$ cat src/rtl/iqrx_pkg.sv
package iqrx_pkg;
  typedef enum logic [1:0] {
    PWR_OFF  = 2'd0,
    PWR_WAIT = 2'd1,
    PWR_RUN  = 2'd2
  } pwr_state_t;
endpackage

$ cat src/rtl/iqrx_powerup.sv
module iqrx_powerup
  import iqrx_pkg::*;
#(
  parameter int CAL_IDLE   = 10240,
  parameter int NOCAL_IDLE = 6144
) (
  input  logic clk,
  input  logic rst_n,
  input  logic pwr_req,
  input  logic cal_on,
  output logic run,
  output logic start
);
  localparam int MAXD = (CAL_IDLE > NOCAL_IDLE) ? CAL_IDLE : NOCAL_IDLE;
  localparam int CW   = $clog2(MAXD + 1);

  pwr_state_t    st_q, st_d;
  logic [CW-1:0] cnt_q, cnt_d;

  always_comb begin
    st_d  = st_q;
    cnt_d = cnt_q;
    unique case (st_q)
      PWR_OFF: begin
        if (pwr_req) begin
          st_d  = PWR_WAIT;
          cnt_d = cal_on ? CW'(CAL_IDLE - 1) : CW'(NOCAL_IDLE - 1);
        end
      end
      PWR_WAIT: begin
        if (!pwr_req)          st_d = PWR_OFF;
        else if (cnt_q == '0)  st_d = PWR_RUN;
        else                   cnt_d = cnt_q - 1'b1;
      end
      PWR_RUN: begin
        if (!pwr_req) st_d = PWR_OFF;
      end
      default: st_d = PWR_OFF;
    endcase
  end

  always_ff @(posedge clk or negedge rst_n) begin
    if (!rst_n) begin
      st_q  <= PWR_OFF;
      cnt_q <= '0;
    end else begin
      st_q  <= st_d;
      cnt_q <= cnt_d;
    end
  end

  assign run   = (st_q == PWR_RUN);
  assign start = (st_q == PWR_WAIT) && pwr_req && (cnt_q == '0);

  // the port only starts once the idle count has expired
  assert_idle_expired_R2: assert property (@(posedge clk) disable iff (!rst_n)
    (run && !$past(run)) |-> ($past(cnt_q) == '0 && $past(st_q) == PWR_WAIT));

  // a dropped request always leaves the run state
  assert_drop_stops_R10: assert property (@(posedge clk) disable iff (!rst_n)
    !pwr_req |=> !run);
endmodule

$ cat src/rtl/iqrx_clkgen.sv
module iqrx_clkgen #(
  parameter int DIV  = 4,
  parameter int BITS = 16
) (
  input  logic                    clk,
  input  logic                    rst_n,
  input  logic                    run,
  output logic [$clog2(BITS)-1:0] bitn,
  output logic                    frame_end,
  output logic                    bclk,
  output logic                    fs
);
  localparam int PW   = $clog2(DIV);
  localparam int BW   = $clog2(BITS);
  localparam int HALF = DIV / 2;

  logic [PW-1:0] ph_q, ph_d;
  logic [BW-1:0] bit_q, bit_d;
  logic          ph_wrap;

  assign ph_wrap = (ph_q == PW'(DIV - 1));

  always_comb begin
    ph_d  = ph_q;
    bit_d = bit_q;
    if (!run) begin
      ph_d  = '0;
      bit_d = '0;
    end else if (ph_wrap) begin
      ph_d  = '0;
      bit_d = (bit_q == BW'(BITS - 1)) ? '0 : bit_q + 1'b1;
    end else begin
      ph_d  = ph_q + 1'b1;
    end
  end

  always_ff @(posedge clk or negedge rst_n) begin
    if (!rst_n) begin
      ph_q  <= '0;
      bit_q <= '0;
    end else begin
      ph_q  <= ph_d;
      bit_q <= bit_d;
    end
  end

  assign bitn      = bit_q;
  assign frame_end = run && ph_wrap && (bit_q == BW'(BITS - 1));
  assign bclk      = run && (ph_q < PW'(HALF));
  assign fs        = run && (bit_q == '0);

  // strobe rises together with the bit clock
  assert_fs_with_bclk_R5: assert property (@(posedge clk) disable iff (!rst_n)
    $rose(fs) |-> $rose(bclk));

  // a new frame in steady run only follows the end of the previous one
  assert_frame_period_R5: assert property (@(posedge clk) disable iff (!rst_n)
    (run && $past(run) && fs && !$past(fs)) |-> $past(frame_end));

  // a falling bit clock in run was high for the two previous cycles
  assert_bclk_high_R4: assert property (@(posedge clk) disable iff (!rst_n)
    (run && $fell(bclk)) |-> ($past(bclk, 2) && $past(run, 2)));
endmodule

$ cat src/rtl/iqrx_shifter.sv
module iqrx_shifter #(
  parameter int SW   = 15,
  parameter int BITS = 16
) (
  input  logic                    clk,
  input  logic                    rst_n,
  input  logic                    run,
  input  logic                    start,
  input  logic                    frame_end,
  input  logic [$clog2(BITS)-1:0] bitn,
  input  logic [SW-1:0]           pair_i,
  input  logic [SW-1:0]           pair_q,
  input  logic                    pair_valid,
  output logic                    pair_ack,
  output logic                    sdata
);
  localparam int BW = $clog2(BITS);

  logic [SW-1:0]   hold_i_q, hold_i_d;
  logic [SW-1:0]   hold_q_q, hold_q_d;
  logic            is_i_q, is_i_d;
  logic            latch;
  logic [BITS-1:0] word;
  logic [BW-1:0]   idx;

  assign latch = start || (frame_end && !is_i_q);

  always_comb begin
    hold_i_d = hold_i_q;
    hold_q_d = hold_q_q;
    is_i_d   = is_i_q;
    if (latch && pair_valid) begin
      hold_i_d = pair_i;
      hold_q_d = pair_q;
    end
    if (start)          is_i_d = 1'b1;
    else if (frame_end) is_i_d = !is_i_q;
  end

  always_ff @(posedge clk or negedge rst_n) begin
    if (!rst_n) begin
      hold_i_q <= '0;
      hold_q_q <= '0;
      is_i_q   <= 1'b0;
    end else begin
      hold_i_q <= hold_i_d;
      hold_q_q <= hold_q_d;
      is_i_q   <= is_i_d;
    end
  end

  assign word     = is_i_q ? {hold_i_q, 1'b1} : {hold_q_q, 1'b0};
  assign idx      = BW'(BITS - 1) - bitn;
  assign sdata    = run && word[idx];
  assign pair_ack = latch && pair_valid;

  // an offered pair is captured at the latch edge
  assert_pair_capture_R8: assert property (@(posedge clk) disable iff (!rst_n)
    (latch && pair_valid) |=> (hold_i_q == $past(pair_i) && hold_q_q == $past(pair_q)));

  // without a valid pair the held samples do not move
  assert_pair_repeat_R8: assert property (@(posedge clk) disable iff (!rst_n)
    !(latch && pair_valid) |=> ($stable(hold_i_q) && $stable(hold_q_q)));

  // first frame is I, later frames alternate
  assert_first_is_i_R7: assert property (@(posedge clk) disable iff (!rst_n)
    $past(start) |-> is_i_q);
  assert_alternate_R7: assert property (@(posedge clk) disable iff (!rst_n)
    ($past(frame_end) && !$past(start)) |-> (is_i_q != $past(is_i_q)));
endmodule

$ cat src/rtl/iqrx_port.sv
module iqrx_port #(
  parameter int SW         = 15,
  parameter int DIV        = 4,
  parameter int CAL_IDLE   = 10240,
  parameter int NOCAL_IDLE = 6144
) (
  input  logic          mclk,
  input  logic          rst_n,
  input  logic          pwr_en,
  input  logic          cal_on,
  input  logic          out_en,
  input  logic [SW-1:0] pair_i,
  input  logic [SW-1:0] pair_q,
  input  logic          pair_valid,
  output logic          pair_ack,
  output logic          bclk,
  output logic          bclk_oe,
  output logic          fs,
  output logic          fs_oe,
  output logic          sdata,
  output logic          sdata_oe
);
  localparam int BITS = SW + 1;
  localparam int BW   = $clog2(BITS);

  logic [1:0]    rst_sync_q;
  logic          rst_in_n;
  logic          run, start, frame_end;
  logic [BW-1:0] bitn;
  logic          drv_q, drv_d;

  // asynchronous assertion, synchronous release
  always_ff @(posedge mclk or negedge rst_n) begin
    if (!rst_n) rst_sync_q <= 2'b00;
    else        rst_sync_q <= {rst_sync_q[0], 1'b1};
  end
  assign rst_in_n = rst_sync_q[1];

  iqrx_powerup #(
    .CAL_IDLE  (CAL_IDLE),
    .NOCAL_IDLE(NOCAL_IDLE)
  ) u_pwr (
    .clk    (mclk),
    .rst_n  (rst_in_n),
    .pwr_req(pwr_en),
    .cal_on (cal_on),
    .run    (run),
    .start  (start)
  );

  iqrx_clkgen #(
    .DIV (DIV),
    .BITS(BITS)
  ) u_clk (
    .clk      (mclk),
    .rst_n    (rst_in_n),
    .run      (run),
    .bitn     (bitn),
    .frame_end(frame_end),
    .bclk     (bclk),
    .fs       (fs)
  );

  iqrx_shifter #(
    .SW  (SW),
    .BITS(BITS)
  ) u_shf (
    .clk       (mclk),
    .rst_n     (rst_in_n),
    .run       (run),
    .start     (start),
    .frame_end (frame_end),
    .bitn      (bitn),
    .pair_i    (pair_i),
    .pair_q    (pair_q),
    .pair_valid(pair_valid),
    .pair_ack  (pair_ack),
    .sdata     (sdata)
  );

  assign drv_d = out_en;

  always_ff @(posedge mclk or negedge rst_in_n) begin
    if (!rst_in_n) drv_q <= 1'b0;
    else           drv_q <= drv_d;
  end

  assign bclk_oe  = drv_q;
  assign fs_oe    = drv_q;
  assign sdata_oe = drv_q;

  // pins drive only when the control was high on the previous edge
  assert_oe_follows_R9: assert property (@(posedge mclk) disable iff (!rst_in_n)
    bclk_oe |-> $past(out_en));
  assert_oe_release_R9: assert property (@(posedge mclk) disable iff (!rst_in_n)
    $fell(sdata_oe) |-> !$past(out_en));

  // no clock or strobe the cycle after the request is dropped
  assert_quiet_down_R10: assert property (@(posedge mclk) disable iff (!rst_in_n)
    !$past(pwr_en) |-> (!bclk && !fs));

  // data moves only when the bit clock rises (or the port stops)
  assert_data_on_rise_R6: assert property (@(posedge mclk) disable iff (!rst_in_n)
    (run && $past(run) && !$stable(sdata)) |-> $rose(bclk));
endmodule

$ cat config.mk
export PLATFORM = sky130hd
export DESIGN_NAME = iqrx_port
export DESIGN_NICKNAME = d
export VERILOG_FILES = /design/src/rtl/iqrx_pkg.sv /design/src/rtl/iqrx_powerup.sv /design/src/rtl/iqrx_clkgen.sv /design/src/rtl/iqrx_shifter.sv /design/src/rtl/iqrx_port.sv
export SDC_FILE = /design/constraint.sdc
export NUM_CORES = 1
export LEC_CHECK = 0
export CAP_MARGIN = 20
export CORE_UTILIZATION = 60
export CTS_CLUSTER_SIZE = 25
export DETAILED_ROUTE_END_ITERATION = 6
export PLACE_DENSITY = 0.87
export SLEW_MARGIN = 25
export SYNTH_ARGS = -nofsm -noshare
export SYNTH_HDL_FRONTEND = slang
export SYNTH_SLANG_ARGS = --single-unit
$ cat constraint.sdc
create_clock -name mclk -period 7.4 [get_ports mclk]
set_clock_uncertainty 0.05 [all_clocks]
set_input_delay 1.48 -clock mclk [delete_from_list [all_inputs] [get_ports mclk]]
set_output_delay 1.48 -clock mclk [all_outputs]
set_load 0.02 [all_outputs]
After elaboration in Yosys (flattened, before gate mapping)
Cells that the tools add are included.
- bits of input ports: 36
- register bits: 56
- output and inout port bits: 7
- reductions and logical operators: 18
- order comparisons: 2
- equality and inequality tests: 10
- add/sub/neg operators: 4
- muxes and demuxes: 20
- operators by type and width (kind ; number):
    two-way mux 14 bit ; 4
    one-hot mux 14 bit (2 select lines) ; 1
    two-way mux 16 bit ; 1
    logical NOT 14 bit ; 1
    subtractor 14 x 1 -> 14 bit, second input constant ; 1
    two-way mux 2 bit ; 6
    two-way mux 4 bit ; 3
    inequality test 2 bit, second input constant ; 5
    logical AND 1 bit ; 9
    one-hot mux 2 bit (3 select lines) ; 1
    less-than comparator 4 x 5 -> 1 bit, second input constant ; 1
    adder 4 x 1 -> 4 bit, second input constant ; 1
    binary-select mux 1 bit (select 4 bit) ; 1
    == test 2 bit, second input constant ; 2
    == test 4 bit, second input constant ; 1
    logical NOT 4 bit ; 1
    AND reduction 4 bit ; 1
    nonzero test 2 bit ; 2
    subtractor 4 bit, first input constant ; 1
    two-way mux 1 bit ; 3
    inequality test 3 bit, second input constant ; 1
    AND reduction 3 bit ; 1
    adder 2 x 1 -> 2 bit, second input constant ; 1
    == test 2 x 1 -> 1 bit, second input constant ; 1
    4 further kinds ; 4

Longest topological paths before layout
Gate-level depths: netlist of the first run.
- depth in word-level cells: 6
- mapped depth: 8
- gate-level depth less buffers: 7

Cells and area by module
From an unflattened synthesis of the first run, not the netlist that was laid out.
- cells, all modules: 243
- area total of the unflattened synthesis: 2824.0 um2
- modules (own cells, without submodules) (module ; cells each ; instances ; area each (um2)):
    iqrx_shifter ; 102 ; 1 ; 1457.6
    iqrx_powerup ; 104 ; 1 ; 947.2
    iqrx_clkgen ; 31 ; 1 ; 325.3
    iqrx_port ; 6 ; 1 ; 93.8

Worst setup path after synthesis of the first run
Ideal clock, no wire load.
- kind: input to output
- start point: input port pair_valid
- end point: output port pair_ack
- data arrival time: 2.713 ns
- slack: 3.157 ns
- data required time: 5.870 ns
- stages on the path: 4
- buffers on the path: 3
- cell sequence: clkbuf_1 > clkbuf_1 > clkbuf_1 > a21boi_1
- cells in the longest elaborated chain, start to end: 1
- RTL lines (item ; line ; source):
    start, declared ; iqrx_port.sv:14 ; input logic pair_valid,
    logical AND 1 bit ; iqrx_shifter.sv:55 ; assign pair_ack = latch && pair_valid;
    end, declared ; iqrx_port.sv:15 ; output logic pair_ack,
No other way between the ends.

Worst setup path in the final report of the first run
- start point: input port pwr_en
- end point: output port pair_ack
- cells in the longest elaborated chain, start to end: 4
- RTL lines (item ; line ; source):
    start, declared ; iqrx_port.sv:9 ; input logic pwr_en,
    logical AND 1 bit (2 in a row) ; iqrx_powerup.sv:53 ; assign start = (st_q == PWR_WAIT) && pwr_req && (cnt_q == '0);
    logical OR 1 bit ; iqrx_shifter.sv:26 ; assign latch = start || (frame_end && !is_i_q);
    logical AND 1 bit ; iqrx_shifter.sv:55 ;
No other way between the ends.

==> impl_metrics.ini, run 1 <==
[run_status]
status = finished, final reports clean

[global_routing]
grt-ovfl-total = 0
grt_max_degree = 92
grt_usage = 0.287
grt_pass1_vias = 2950
grt_pass1_wl_um = 14200
antenna_found_initial = 0

[setup_path]
cp_data_required_time_ns = 5.87
start_kind = primary input
crit_chain = clkdlybuf4s50_1 -> nor2b_2 -> buf_4 -> nand2_1 -> a21boi_1 -> clkdlybuf4s50_1
crit_path_top_delay_cell = clkdlybuf4s50_1
crit_top_cell = clkdlybuf4s50_1
worst-path-max-fanout = 43
path_delay_family = buffers and inverters
r2r_cells = 7
path_depth = 6
endpoint_kind = output pin
cp.arrival_ns = 3.51
max_stage_delay_ns = 0.63
worstSetupPathType = in2out
path_buf_inv = 3

[cells_and_area]
area_growth_pct = 12.8
diodes = 0
fin_nets = 431
design_area_um2 = 4120
drive_gt1_frac = 0.171
final_cells = 467

[sta]
drv_slew = 0
post-route-period-util = 0.681
setup_viol = 0
hold_viol = 0
holdWs_ns = 0.307
worstMarginPinSlew_ns = 0.801
tns_ns = 0
relSlewSlack = 0.466
fmax_ghz = 0.198
rsz0062_at_grt = false
period_needed_ns = 5.04

[power]
power_switching_uw = 141
peakVddDrop_uv = 149
finalPower_uw = 578
power_leakage_nw = 1.57
power_density_nw_per_um2 = 140
switching_share = 0.244
comb_power_share = 0.103
p_int_uw = 437
seq_power_share = 0.545
p_clk_frac = 0.351

[hold_path]
hp-class = reg2reg
hold_depth = 0

[clock_network]
h-tree-depth = 2
cts_num_sinks = 56
hold_buffers = 0
cts_buffers = 5
clk_pin_slew_worst_paths_ns = 0.10
cts_setup_buffers = 0
post_cts_resized = 0
cts-root-buf = clkbuf_8
cts_buffer_depth = 2
cts_tree = done
clock_latency_ns = 0.32

[floorplanning]
boundaryPins = 43
design.core.area_um2 = 5890
dieWidth_um = 80.0
start_util = 0.620
die-height_um = 80.0
die-area_um2 = 6400
num_rows = 28

[routing]
drc_errors = 0
via_count = 3210
viasPerCell = 6.87
postRouteAntennaNets = 0
dr.pass1.iters = 5
wl_per_cell_um = 18.5
routed_wl_um = 8640
initialDrtViolationCount = 336

[placement]
gp_congestion = 0.782
placed_cells = 459
port_buffers = 42
hpwl_um = 5530
post_dp_cell_area_um2 = 4000

[synthesis]
syn-num-nets = 421
synth_edf_count = 0
syn_area_per_cell_um2 = 9.58
synth_top_area_frac = 0.384
seq_area_frac_synth = 0.384
synth-async-reset-ratio = 1.00
yosys.cell_types.count = 48
synth_most_common_cell = dfrtp_1
syn_area_um2 = 3650
yosys-top-cells-area = dfrtp_1 38%, o211ai_2 10%, a31oi_1 6.2%
syn_inst = 381
synth_top_cell_by_area = dfrtp_1
ys_ff_latch = 56
synth_common_cells = 56 x dfrtp_1, 38 x nand3_1, 36 x a31oi_1, 32 x nand4_1, 31 x nor2b_1
synthFlopType = dfrtp_1
synth.yosys.warnings = 0

[flow_run]
maxCapViolCount = 0
==> worst paths after layout <==
kind / start / endpoint / slack (ns)
max in group asynchronous: rst_n / rst_sync_q[1] / 5.91
worst min register to register: rst_sync_q[0] / rst_sync_q[1] / 0.31
worst min-delay path: rst_sync_q[0] / rst_sync_q[1] / 0.31
min in group asynchronous: rst_sync_q[1] / u_pwr.cnt_q[2] / 0.35
worst max register to register: u_pwr.cnt_q[0] / u_pwr.cnt_q[0] / 4.58
worst max-delay path: pwr_en / pair_ack / 2.36
==> layer usage <==
metal / up-vias / part of all wire / track usage
li1: 1481 / - / -
met1: 1574 / 0.44 / 0.404
met2: 137 / 0.49 / 0.456
met3: 18 / 0.055 / 0.0606
met4: 0 / 0.015 / 0.0661
met5: - / 0 / 0
==> through the flow <==
| stage | utilization | worst slack, ns |
|---|---|---|
| floorplan | - | 3.16 |
| global placement | 0.680 | 2.41 |
| detailed placement | 0.680 | 2.41 |
| CTS | 0.699 | 2.40 |
| global route | 0.700 | 2.28 |
| finish | 0.700 | 2.36 |
==> cell usage in the layout, fill, tap and decap left out, types with 2 or more instances in the layout <==
cell / netlist / final
inv_1: 7 / 7
a21oi_1: 6 / 6
or4_4: 2 / 2
mux2i_1: 3 / 3
mux4_2: 6 / 6
nor4_1: 2 / 2
ha_1: 4 / 4
nand2b_1: 4 / 3
or3_1: 5 / 5
buf_4: 2 / 6
or4_1: 3 / 3
clkbuf_8: 0 / 5
nand3_1: 38 / 38
o22a_1: 3 / 3
o31ai_1: 2 / 2
or2_2: 3 / 3
nor2_1: 11 / 11
dfrtp_1: 56 / 55
nor3_1: 8 / 7
o211ai_2: 30 / 30
a31oi_1: 36 / 36
clkdlybuf4s50_1: 0 / 41
nor2b_1: 31 / 30
o21ai_0: 10 / 10
o41ai_1: 2 / 2
nand4_1: 32 / 32
and4_1: 3 / 3
mux2_2: 4 / 4
nand2_1: 8 / 8
==> registers in the layout, indices dropped and copies added, names as in the netlist <==
signal          count
u_clk.bitn          4
u_shf.hold_i_q     15
rst_sync_q          2
u_shf.hold_q_q     15
u_pwr.cnt_q        14
u_pwr.st_q          2
u_shf.is_i_q        1
bclk_oe             1
u_clk.ph_q          2
==> area by class of cell <==
cell class                      count  area (um^2)
Inverter                            7         26.3
Sequential cell                    56         1400
Multi-Input combinational cell    273         2020
Fill cell                         445         1770
Clock buffer                        5         68.8
Tap cell                           75         93.8
Timing Repair Buffer               48          460
Clock inverter                      3         42.5
==> cells by family after synthesis <==
family | count (synthesis) | synth area share
simple gates | 156 | 0.249
compound gates | 98 | 0.224
flops | 56 | 0.384
buf+inv | 52 | 0.0682
mux | 13 | 0.0576
fa+ha+maj | 4 | 0.0137
other cells | 1 | 0.00103
xor+xnor | 1 | 0.00240
==> power groups by stage <==
stage          Sequential [mW]  Clock (mW)  Combinational (mW)
5_1_grt                  0.316       0.218              0.0648
4_1_cts                  0.315       0.206              0.0597
2_1_floorplan            0.324           0              0.0267
3_3_place_gp             0.321           0              0.0582
6_report                 0.315       0.203              0.0596
3_5_place_dp             0.321           0              0.0597
(Power assumes the default switching activity.)
==> run 2: changes to the inputs <==
--- a/config.mk
+++ b/config.mk
@@ -6,10 +6,10 @@
 export NUM_CORES = 1
 export LEC_CHECK = 0
 export CAP_MARGIN = 20
-export CORE_UTILIZATION = 60
+export CORE_UTILIZATION = 57
 export CTS_CLUSTER_SIZE = 25
 export DETAILED_ROUTE_END_ITERATION = 6
-export PLACE_DENSITY = 0.87
+export PLACE_DENSITY = 0.83
 export SLEW_MARGIN = 25
 export SYNTH_ARGS = -nofsm -noshare
 export SYNTH_HDL_FRONTEND = slang
==> constraint.sdc (replaced) <==
create_clock -name mclk -period 5.1 [get_ports mclk]
set_clock_uncertainty 0.05 [all_clocks]
set_input_delay 1.02 -clock mclk [delete_from_list [all_inputs] [get_ports mclk]]
set_output_delay 1.02 -clock mclk [all_outputs]
set_load 0.02 [all_outputs]
==> run 2 against run 1 <==
- sequential power is 45% higher
- final cell count is 0.21% higher
- worst hold slack better by 0.025 ns
- die area is 5.1% higher
- clock-buffer cell count stayed put
- total power is 47% higher
- worst setup slack worse by 1.5 ns
- critical path depth is 2 higher
- highest routed layer unchanged
==> impl_metrics.ini, run 2 (synthesized netlist as in run 1, its figures left out) <==
[setup_path]
r2r_cells = 7
worstSetupPathType = reg2out
crit_start = u_pwr.cnt_q[1]
r2r_setup_slack_ns = 2.20
timing.rr.end = u_pwr.cnt_q[0]
worstReg2RegStart = u_pwr.cnt_q[1]
endpoint_kind = output pin
endpoint = pair_ack
cp.arrival_ns = 3.16
cp_data_required_time_ns = 4.03
worst-path-max-fanout = 32
start_kind = flip-flop

[floorplanning]
die-area_um2 = 6730
die-height_um = 82.0
start_util = 0.602
boundaryPins = 43
design.core.area_um2 = 6060
num_rows = 28
dieWidth_um = 82.0

[sta]
tns_ns = 0
post-route-period-util = 0.830
drv_slew = 0
period_needed_ns = 4.23
worstMarginPinSlew_ns = 0.771
holdWs_ns = 0.332
worst_slack_ns = 0.865
rsz0062_at_grt = false
hold_viol = 0
relSlewSlack = 0.486
setup_viol = 0
fmax_ghz = 0.236

[hold_path]
hp-class = reg2reg

[power]
switching_share = 0.251
p_clk_frac = 0.357
power_leakage_nw = 1.58
comb_power_share = 0.103
power_density_nw_per_um2 = 206
p_int_uw = 634
power_switching_uw = 212
peakVddDrop_uv = 139
seq_power_share = 0.540

[clock_network]
cts_setup_buffers = 0
cts_buffers = 5
h-tree-depth = 2
clock_latency_ns = 0.31
cts_tree = done
cts_num_sinks = 56
clk_pin_slew_worst_paths_ns = 0.10
cts-root-buf = clkbuf_8
post_cts_resized = 0
cts_buffer_depth = 2
hold_buffers = 0

[placement]
port_buffers = 42
gp_congestion = 0.875
place_ws_ns = 1.23
hpwl_um = 5680
post_dp_cell_area_um2 = 4010

[routing]
wl_per_cell_um = 18.9
dr.pass1.iters = 4
via_count = 3194
viasPerCell = 6.82
postRouteAntennaNets = 0
routed_wl_um = 8820
drc_errors = 0
initialDrtViolationCount = 331

[global_routing]
grt-ovfl-total = 0
grt_pass1_vias = 2980
antenna_found_initial = 0
grt_max_degree = 91
grt_usage = 0.286
grt_pass1_wl_um = 14700

[cells_and_area]
diodes = 0
drive_gt1_frac = 0.173
n_fill_cell = 477
design_area_um2 = 4120
multi_input_area_um2 = 2020
fin_nets = 432
final_common_cell = dfrtp_1
reg.largest.list = u_shf.hold_i_q (15), u_shf.hold_q_q (15), u_pwr.cnt_q (14)
seq_area_um2 = 1400
mostFrequentLayoutCells = 55 x dfrtp_1, 41 x clkdlybuf4s50_1, 38 x nand3_1
area_growth_pct = 12.9

[flow_run]
maxCapViolCount = 0

[run_status]
status = finished, final reports clean
run 2: cell types whose count changed in the layout (fill, tap and decap cells not counted), sizes merged:
cell and change:
buf +1
run 2: final cells by class:
type	count	area share
multi-input cells	273	0.490
repair buffers	49	0.114
inverters	7	0.00638
clock inverters	3	0.0103
well taps	75	0.0228
clock buffers	5	0.0167
flip-flops and latches	56	0.340
run 2: metrics by stage:
step / cells / power, mW / util
final: 468 / 0.847 / 0.680
after global routing: 468 / 0.873 / 0.680
after CTS: 468 / 0.846 / 0.680
after detailed placement: 460 / 0.553 / 0.661
after global placement: 460 / 0.551 / 0.661
after floorplan: 381 / 0.509 / -
run 2: metal layers:
| metal | share of wire | global-route usage |
|---|---|---|
| met1 | 0.44 | 0.410 |
| met2 | 0.49 | 0.437 |
| met3 | 0.048 | 0.0478 |
| met4 | 0.022 | 0.0912 |
| met5 | 0 | 0 |
run 2: critical path, stage by stage, from the launching register on:
cell	delay, ns
dfrtp_1	0.42
inv_1	0.07
ha_1	0.19
or3b_2	0.61
nor4_4	0.30
buf_4	0.37
nand2_1	0.13
a21boi_1	0.14
clkdlybuf4s50_1	0.62
run 2: power by group through the flow:
stage / Combinational (mW) / Sequential, mW / Clock, mW
3_5_place_dp: 0.0870 / 0.466 / 0
5_1_grt: 0.0951 / 0.459 / 0.319
6_report: 0.0871 / 0.458 / 0.302
3_3_place_gp: 0.0855 / 0.465 / 0
2_1_floorplan: 0.0387 / 0.470 / 0
4_1_cts: 0.0873 / 0.457 / 0.301
run 2: how the worst min path moves through the flow:
stage                              from       endpoint  slack (ns)  cells after the start
after floorplan           rst_sync_q[0]  rst_sync_q[1]        0.28                      0
after global placement    rst_sync_q[0]  rst_sync_q[1]        0.28                      0
after detailed placement  rst_sync_q[0]  rst_sync_q[1]        0.31                      0
after CTS                 rst_sync_q[0]  rst_sync_q[1]        0.33                      0
after global routing      rst_sync_q[0]  rst_sync_q[1]        0.34                      0
final                     rst_sync_q[0]  rst_sync_q[1]        0.33                      0
